==> config.mk <==
export PLATFORM = sky130hd
export DESIGN_NAME = alm_channel
export DESIGN_NICKNAME = d
export VERILOG_FILES = /design/src/rtl/alm_pkg.sv /design/src/rtl/alm_arm.sv /design/src/rtl/alm_match.sv /design/src/rtl/alm_irq.sv /design/src/rtl/alm_channel.sv
export SDC_FILE = /design/constraint.sdc
export NUM_CORES = 1
export LEC_CHECK = 0
export ABC_AREA = 0
export CAP_MARGIN = 20
export CORE_UTILIZATION = 54
export DETAILED_ROUTE_END_ITERATION = 16
export PLACE_DENSITY = 0.85
export SLEW_MARGIN = 20
export SYNTH_ARGS = -nofsm -noshare
export SYNTH_HDL_FRONTEND = slang
export SYNTH_SLANG_ARGS = --single-unit
==> constraint.sdc <==
create_clock -name clk -period 4.15 [get_ports clk]
set_input_delay 0.83 -clock clk [delete_from_list [all_inputs] [get_ports clk]]
set_output_delay 0.83 -clock clk [all_outputs]
set_load 0.01 [all_outputs]
==> src/rtl/alm_pkg.sv <==
package alm_pkg;
  localparam int CNT_W = 52;
  localparam int LO_W  = 32;
  localparam int PER_W = 26;
endpackage

==> src/rtl/alm_arm.sv <==
module alm_arm #(
  parameter int CNT_W = alm_pkg::CNT_W,
  parameter int PER_W = alm_pkg::PER_W
) (
  input  logic             clk,
  input  logic             rst_n,
  input  logic [CNT_W-1:0] cnt_a,
  input  logic [CNT_W-1:0] cnt_b,
  input  logic             src_sel,
  input  logic [CNT_W-1:0] tgt_in,
  input  logic [PER_W-1:0] per_in,
  input  logic             periodic,
  input  logic             load,
  input  logic             hit,
  output logic [CNT_W-1:0] tgt_q,
  output logic             src_q,
  output logic             armed_q
);
  logic [PER_W-1:0] per_q;
  logic             mode_q;
  logic [CNT_W-1:0] load_cnt;

  assign load_cnt = src_sel ? cnt_b : cnt_a;

  always_ff @(posedge clk or negedge rst_n) begin
    if (!rst_n) begin
      tgt_q   <= '0;
      per_q   <= '0;
      mode_q  <= 1'b0;
      src_q   <= 1'b0;
      armed_q <= 1'b0;
    end else if (load) begin
      src_q   <= src_sel;
      mode_q  <= periodic;
      per_q   <= per_in;
      armed_q <= 1'b1;
      tgt_q   <= periodic ? load_cnt + CNT_W'(per_in) : tgt_in;
    end else if (hit) begin
      if (mode_q) tgt_q   <= tgt_q + CNT_W'(per_q);
      else        armed_q <= 1'b0;
    end
  end

  // a one-shot hit disarms the channel
  a_r3_oneshot_disarm: assert property (@(posedge clk) disable iff (!rst_n)
    hit && !load && !mode_q |=> !armed_q);
  // the alarm point moves only on load or a hit
  a_r5_target_held: assert property (@(posedge clk) disable iff (!rst_n)
    !load && !hit |=> $stable(tgt_q) && $stable(src_q));
  // a periodic hit advances the alarm point by the period
  a_r7_period_advance: assert property (@(posedge clk) disable iff (!rst_n)
    hit && !load && mode_q |=> tgt_q == $past(tgt_q) + CNT_W'($past(per_q)));
endmodule

==> src/rtl/alm_match.sv <==
module alm_match #(
  parameter int CNT_W = alm_pkg::CNT_W
) (
  input  logic [CNT_W-1:0] cnt_a,
  input  logic [CNT_W-1:0] cnt_b,
  input  logic             src_q,
  input  logic [CNT_W-1:0] tgt_q,
  input  logic             armed_q,
  input  logic             work_en,
  output logic             hit
);
  logic [CNT_W-1:0] cur;
  logic [CNT_W-1:0] diff;

  assign cur  = src_q ? cnt_b : cnt_a;
  assign diff = cur - tgt_q;
  // the count is at or past the target when the modular difference is non-negative
  assign hit  = armed_q & work_en & ~diff[CNT_W-1];
endmodule

==> src/rtl/alm_irq.sv <==
module alm_irq (
  input  logic clk,
  input  logic rst_n,
  input  logic hit,
  input  logic int_clr,
  input  logic int_en,
  output logic raw_q,
  output logic stat
);
  always_ff @(posedge clk or negedge rst_n) begin
    if (!rst_n) raw_q <= 1'b0;
    else        raw_q <= hit | (raw_q & ~int_clr);
  end

  assign stat = raw_q & int_en;

  // a hit always leaves the flag set, even with a clear in the same cycle
  a_r8_set_wins: assert property (@(posedge clk) disable iff (!rst_n)
    hit |=> raw_q);
  // a clear without a hit drops the flag
  a_r8_clear: assert property (@(posedge clk) disable iff (!rst_n)
    raw_q && int_clr && !hit |=> !raw_q);
  // the flag rises only through a hit, whatever the mask does
  a_r9_no_spurious_set: assert property (@(posedge clk) disable iff (!rst_n)
    !raw_q && !hit |=> !raw_q);
endmodule

==> src/rtl/alm_channel.sv <==
module alm_channel #(
  parameter int CNT_W = alm_pkg::CNT_W,
  parameter int LO_W  = alm_pkg::LO_W,
  parameter int PER_W = alm_pkg::PER_W,
  localparam int HI_W = CNT_W - LO_W
) (
  input  logic             clk,
  input  logic             rst_n,
  input  logic [CNT_W-1:0] cnt_a,
  input  logic [CNT_W-1:0] cnt_b,
  input  logic             src_sel,
  input  logic [HI_W-1:0]  tgt_hi,
  input  logic [LO_W-1:0]  tgt_lo,
  input  logic [PER_W-1:0] period,
  input  logic             periodic,
  input  logic             work_en,
  input  logic             load,
  input  logic             int_en,
  input  logic             int_clr,
  output logic             raw_flag,
  output logic             int_stat,
  output logic             irq
);
  logic [CNT_W-1:0] tgt_q;
  logic             src_q;
  logic             armed_q;
  logic             hit;

  alm_arm #(.CNT_W(CNT_W), .PER_W(PER_W)) u_arm (
    .clk(clk), .rst_n(rst_n), .cnt_a(cnt_a), .cnt_b(cnt_b),
    .src_sel(src_sel), .tgt_in({tgt_hi, tgt_lo}), .per_in(period),
    .periodic(periodic), .load(load), .hit(hit),
    .tgt_q(tgt_q), .src_q(src_q), .armed_q(armed_q)
  );

  alm_match #(.CNT_W(CNT_W)) u_match (
    .cnt_a(cnt_a), .cnt_b(cnt_b), .src_q(src_q), .tgt_q(tgt_q),
    .armed_q(armed_q), .work_en(work_en), .hit(hit)
  );

  alm_irq u_irq (
    .clk(clk), .rst_n(rst_n), .hit(hit), .int_clr(int_clr),
    .int_en(int_en), .raw_q(raw_flag), .stat(int_stat)
  );

  assign irq = int_stat;

  // with work enable low the raw flag cannot newly rise
  a_r6_work_gate: assert property (@(posedge clk) disable iff (!rst_n)
    !work_en && !raw_flag |=> !raw_flag);
  // a disarmed channel never raises the flag
  a_r1_disarmed_quiet: assert property (@(posedge clk) disable iff (!rst_n)
    !armed_q && !raw_flag |=> !raw_flag);
endmodule

* After elaboration in Yosys (flattened, before gate mapping)
Cells that the tools add are included.
** Storage, ports and cells
- Register bits after elaboration :: 82
- Bits in latches :: 0
- Bits in writable memories :: 0
- Memory bits (read-only) :: 0
- Input bits :: 190
- Output and inout bits :: 3
- Word-level logic and storage cells :: 30
- Memories kept :: 0
** Operators by class
- Add/sub/neg operators :: 3
- $mul :: 0
- Divide/modulo/power cells :: 0
- Order comparisons :: 0
- Equality and inequality tests :: 1
- Shift operators :: 0
- Muxes and demuxes :: 9
- Bitwise operators :: 7
- Reductions and logical operators :: 4
** Operators by type and width (count)
- $mux 52 :: 6
- $add 52x26->52 :: 2
- $sub 52x52->52 :: 1
- $and 1x1->1 :: 4
- $reduce_and 2->1 :: 2
- $reduce_bool 2->1 :: 2
- $mux 1 :: 3
- $ne 2x2->1 const B :: 1
- $not 1->1 :: 2
- $or 1x1->1 :: 1

* Depth between registers and ports, before layout
- Depth after elaboration :: 6
- Gate-level depth with buffers :: 19
- Mapped depth without buffers :: 14

* Modules after synthesis
Synthesis repeated with hierarchy kept, for this count alone.
** Second synthesis, totals
- Cell total of the unflattened synthesis :: 1257
- Area, all modules :: 10460.0 µm²
** By module, submodules not included
- alm_arm :: instances 1, cells each 1012, area an instance 8510.7 µm², seq. area each 2026.9 µm²
- alm_match :: instances 1, cells each 240, area an instance 1899.3 µm², seq. area each 0.0 µm²
- alm_irq :: instances 1, cells each 4, area an instance 42.5 µm², seq. area each 25.0 µm²
- alm_channel :: instances 1, cells each 1, area an instance 7.5 µm², seq. area each 0.0 µm²

* Worst setup path before layout
Ideal clock, no wire load.
- Path type :: input port to flip-flop
- From :: input port src_sel
- To :: register u_arm.tgt_q[47]
- Setup time :: 137 ps
- Data arrival time :: 5183 ps
- Data required time :: 4013 ps
- Setup slack :: -1170 ps
- Stages on the path :: 17
- Buffers on the path :: 6
- Cell sequence :: buf_2 -> buf_2 -> buf_2 -> buf_1 -> clkbuf_1 -> buf_1 -> mux2_2 -> ha_1 -> nand4_1 -> or2_2 -> a2111oi_1 -> or4b_1 -> nand3_1 -> or3_1 -> xor2_1 -> a21oi_1 -> a21oi_1
** On the way
- Longest elaborated chain between the ends :: 4
** RTL lines
- start: declaration :: RTL line alm_channel.sv:11 : input logic src_sel,
- $mux 52 :: RTL line alm_arm.sv:23 : assign load_cnt = src_sel ? cnt_b : cnt_a;
- $add 52x26->52 :: RTL line alm_arm.sv:37 : tgt_q <= periodic ? load_cnt + CNT_W'(per_in) : tgt_in;
- $mux 52 :: RTL line alm_arm.sv:37
- $mux 52 :: RTL line alm_arm.sv:32 : end else if (load) begin
- end signal: assignment :: RTL line alm_arm.sv:37
- end signal: assignment :: RTL line alm_arm.sv:39 : if (mode_q) tgt_q <= tgt_q + CNT_W'(per_q);
- end: declaration :: RTL line alm_arm.sv:15 : output logic [CNT_W-1:0] tgt_q,
No other way between the ends.
A chain may end at the register's enable or synchronous reset.

* Worst setup path after layout
- From :: input port cnt_b[13]
- To :: register u_arm.tgt_q[30]
** On the way
- Longest elaborated chain between the ends :: 6
- Elaborated cells on any way between the ends :: 10
- Those cells by class :: add/sub: 2; mux: 4; bitwise: 2; reduce/logical: 2
** RTL lines
- start: declaration :: RTL line alm_channel.sv:10 : input logic [CNT_W-1:0] cnt_b,
- $mux 52 :: RTL line alm_match.sv:15 : assign cur = src_q ? cnt_b : cnt_a;
- $sub 52x52->52 :: RTL line alm_match.sv:16 : assign diff = cur - tgt_q;
- $not 1->1 :: RTL line alm_match.sv:18 : assign hit = armed_q & work_en & ~diff[CNT_W-1];
- $and 1x1->1 :: RTL line alm_match.sv:18
- $reduce_bool 2->1 (no line)
- $reduce_and 2->1 (no line)
Several ways; a longest one is shown, not always the timed one.

==> results.ini <==
[power_and_ir_drop]
p_total_uw = 4240
power.density_nw_per_um2 = 319
p_leak_uw = 0.00568
peakVddDrop_uv = 244

[route]
routed_wl_um = 31800
vias = 10400
wl_per_cell_um = 19.1
wl_met1_um = 13100
viasPerCell = 6.23
met3_length_um = 2250
top_layer_used = met4
met2WireLength_um = 15200
drcViolationCount = 0
drtPass1Iterations = 6
drt_iter0_drc = 818
ant_nets = 0

[worst_setup_path]
path_class = in2reg
r2r-end = u_arm.tgt_q[30]
worstSetupEndpoint = u_arm.tgt_q[30]
critPathLaunchType = primary input
critPathLaunch = cnt_b[13]
cp.arrival_ns = 4.29
end_kind = flip-flop
reg2reg_slack_ns = 0.18
r2r_cells = 15
critPathRequiredTime_ns = 4.39
r2r_start = u_arm.src_q
path_max_fanout = 7

[yosys]
syn_area_um2 = 9920
synth.distinct_cells = 69
synth_edf_count = 0
ys_seq_area_share_pct = 20.7
synth-async-reset-ratio_pct = 100
ys_warn_count = 0
ys_ff_latch = 82
syn_nets = 1476
synth_ff_type = dfrtp_1
netlist_instances = 1182
syn_area_per_cell_um2 = 8.39

[clocking]
htree_levels = 3
clk_path_buf_depth = 2
cts_root_buffer = clkbuf_16
clkTransAtPathRegs_ns = 0.07
ctsHoldBuffers = 0
cts_tree = done
clock_latency_ns = 0.36
cts-buffers-inserted = 9
clock_sinks = 82

[die]
initial_core_util_pct = 55.2
die_w_um = 138
ios = 193
dieArea_um2 = 18900
core.rowCount = 49
fp.dieH_um = 138
core-area_um2 = 18000

[global_route]
antenna_found_initial = 0
grt_pass1_wl_um = 49300
grt_use_total_pct = 33.6
grt_max_degree = 75
grt_pass1_vias = 10200
overflow = 0

[timing]
fin_skew_ns = 0.0109
finalWorstSetupSlack_ns = 0.108
setup_viol = 0
hold_viol_final = 0
min_period_ns = 4.04
tightest_slew_ns = 1.03
max_freq_mhz = 247
slew_headroom_pct = 31.1
final-max-slew-violation-count = 0
period_share_pct = 97.4

[hold_path]
min-delay-start = u_arm.armed_q
hold_path.class = reg2reg

[place]
gp_congestion = 0.904
place_hpwl_um = 24400
dp_slack_ns = -0.352
io_buffers = 192

[final_layout]
layout-drive-gt1-share_pct = 19.1
mostFrequentLayoutCells = 187 x clkdlybuf4s50_1, 117 x a21oi_1, 111 x mux2_2
antenna_cells = 0
syn_to_final_growth_pct = 34.1
nFillCells = 1267
final_common_cell = clkdlybuf4s50_1
nNetsFinal = 1721

[run]
drv_cap = 0

[status]
status = finished, final reports clean

-- state kept, by name, summed over array words and instances, names as in the netlist --
name	cells
u_arm.per_q	26
u_irq.raw_q	1
u_arm.mode_q	1
u_arm.armed_q	1
u_arm.tgt_q	52
u_arm.src_q	1
-- report_power, final --
part / switching (uW) / leakage, uW / internal (uW)
Combinational: 1230 / 0.00459 / 1110
Clock: 356 / 0.000153 / 527
Sequential: 103 / 0.000944 / 921
-- layout make-up --
cell class | instances | area (um2) | area share (%)
clock buffers | 11 | 233 | 1.75
inverters | 69 | 259 | 1.95
clock inverters | 5 | 78.8 | 0.593
flip-flops and latches | 82 | 2050 | 15.4
multi-input cells | 977 | 7660 | 57.6
well taps | 229 | 287 | 2.15
repair buffers | 288 | 2730 | 20.5
-- per-layer routing --
layer  up-vias  GRT usage, %
li1       4840             -
met1      4916          41.7
met2       490          57.3
met3       104          5.59
met4         0          14.2
met5         -             0
-- synthesized netlist by cell type, types with 4 or more instances --
master,n,area [um2]
a211oi_1,17,128
a21boi_0,4,30.0
a21o_1,39,293
a21oi_1,125,626
a311oi_1,7,61.3
a31oi_1,10,62.6
a32oi_1,7,61.3
and2_1,8,50.1
and3_1,14,87.6
buf_1,6,22.5
buf_2,7,35.0
buf_4,4,30.0
clkbuf_1,35,131
dfrtp_1,82,2050
ha_1,102,1280
inv_1,68,255
mux2_2,112,1260
mux2i_1,43,430
nand2_1,79,297
nand2b_1,7,43.8
nand3_1,41,205
nand3b_1,4,30.0
nand4_1,18,113
nor2_1,64,240
nor2b_1,18,113
nor3_1,12,60.1
nor4_1,12,75.1
o2111ai_1,4,35.0
o211ai_1,11,82.6
o21a_1,6,45.0
o21ai_0,49,245
o22ai_1,7,43.8
o31ai_1,5,37.5
or2_2,6,37.5
or3_1,6,37.5
xnor2_1,69,604
xor2_1,23,201
-- repair_timing --
action	in CTS	in global routing
endpoints found under the setup margin	0	34
buffers inserted	0	1
resized for setup	0	11
-- critical path, cell delays in order --
cell and delay (ns):
clkdlybuf4s50_1 0.46, mux2_2 0.32, ha_4 0.22, nand4_1 0.21
nor4_2 0.07, a32o_1 0.28, o31ai_2 0.24, a31oi_1 0.15
or4b_4 0.61, a22oi_4 0.27, buf_12 0.16, nand2_1 0.07
xnor2_1 0.15, mux2_2 0.26
-- metrics by stage --
stage | area (um2) | hold WS [ns] | TNS, ns | std cells | util, %
final | 13300 | 0.511 | 0 | 1661 | 74.0
after global routing | 13300 | 0.534 | -0.000972 | 1661 | 74.0
after CTS | 13200 | 0.509 | 0 | 1659 | 73.4
after detailed placement | 12900 | 0.494 | -10.59 | 1643 | 71.7
after global placement | 12900 | 0.481 | -5.17 | 1643 | 71.7
after floorplan | 10200 | 0.465 | -0.00764 | 1182 | -
-- worst min-delay path by stage --
| stage | depth (start not counted) | slack (ns) | to |
|---|---|---|---|
| 5_1_grt | 1 | 0.53 | u_arm.armed_q |
| 4_1_cts | 1 | 0.51 | u_arm.armed_q |
| 6_report | 1 | 0.51 | u_arm.armed_q |
| 2_1_floorplan | 1 | 0.47 | u_arm.armed_q |
| 3_5_place_dp | 1 | 0.49 | u_arm.armed_q |
| 3_3_place_gp | 1 | 0.48 | u_arm.armed_q |
-- cells by family (layout without fill, tap and decap cells) --
family                     after synthesis  after routing  share of synthesized area [%]
AOI/OAI and AO/OA                      323            323                           20.5
xor gates and xnor gates                92             92                           8.12
adders and majority gates              104            104                           13.3
buffers and inverters                  123            373                           5.05
DFF                                     82             82                           20.7
muxes                                  155            155                           17.1
and+or+nand+nor                        303            303                           15.3
Power figures use the tool's default switching activity.
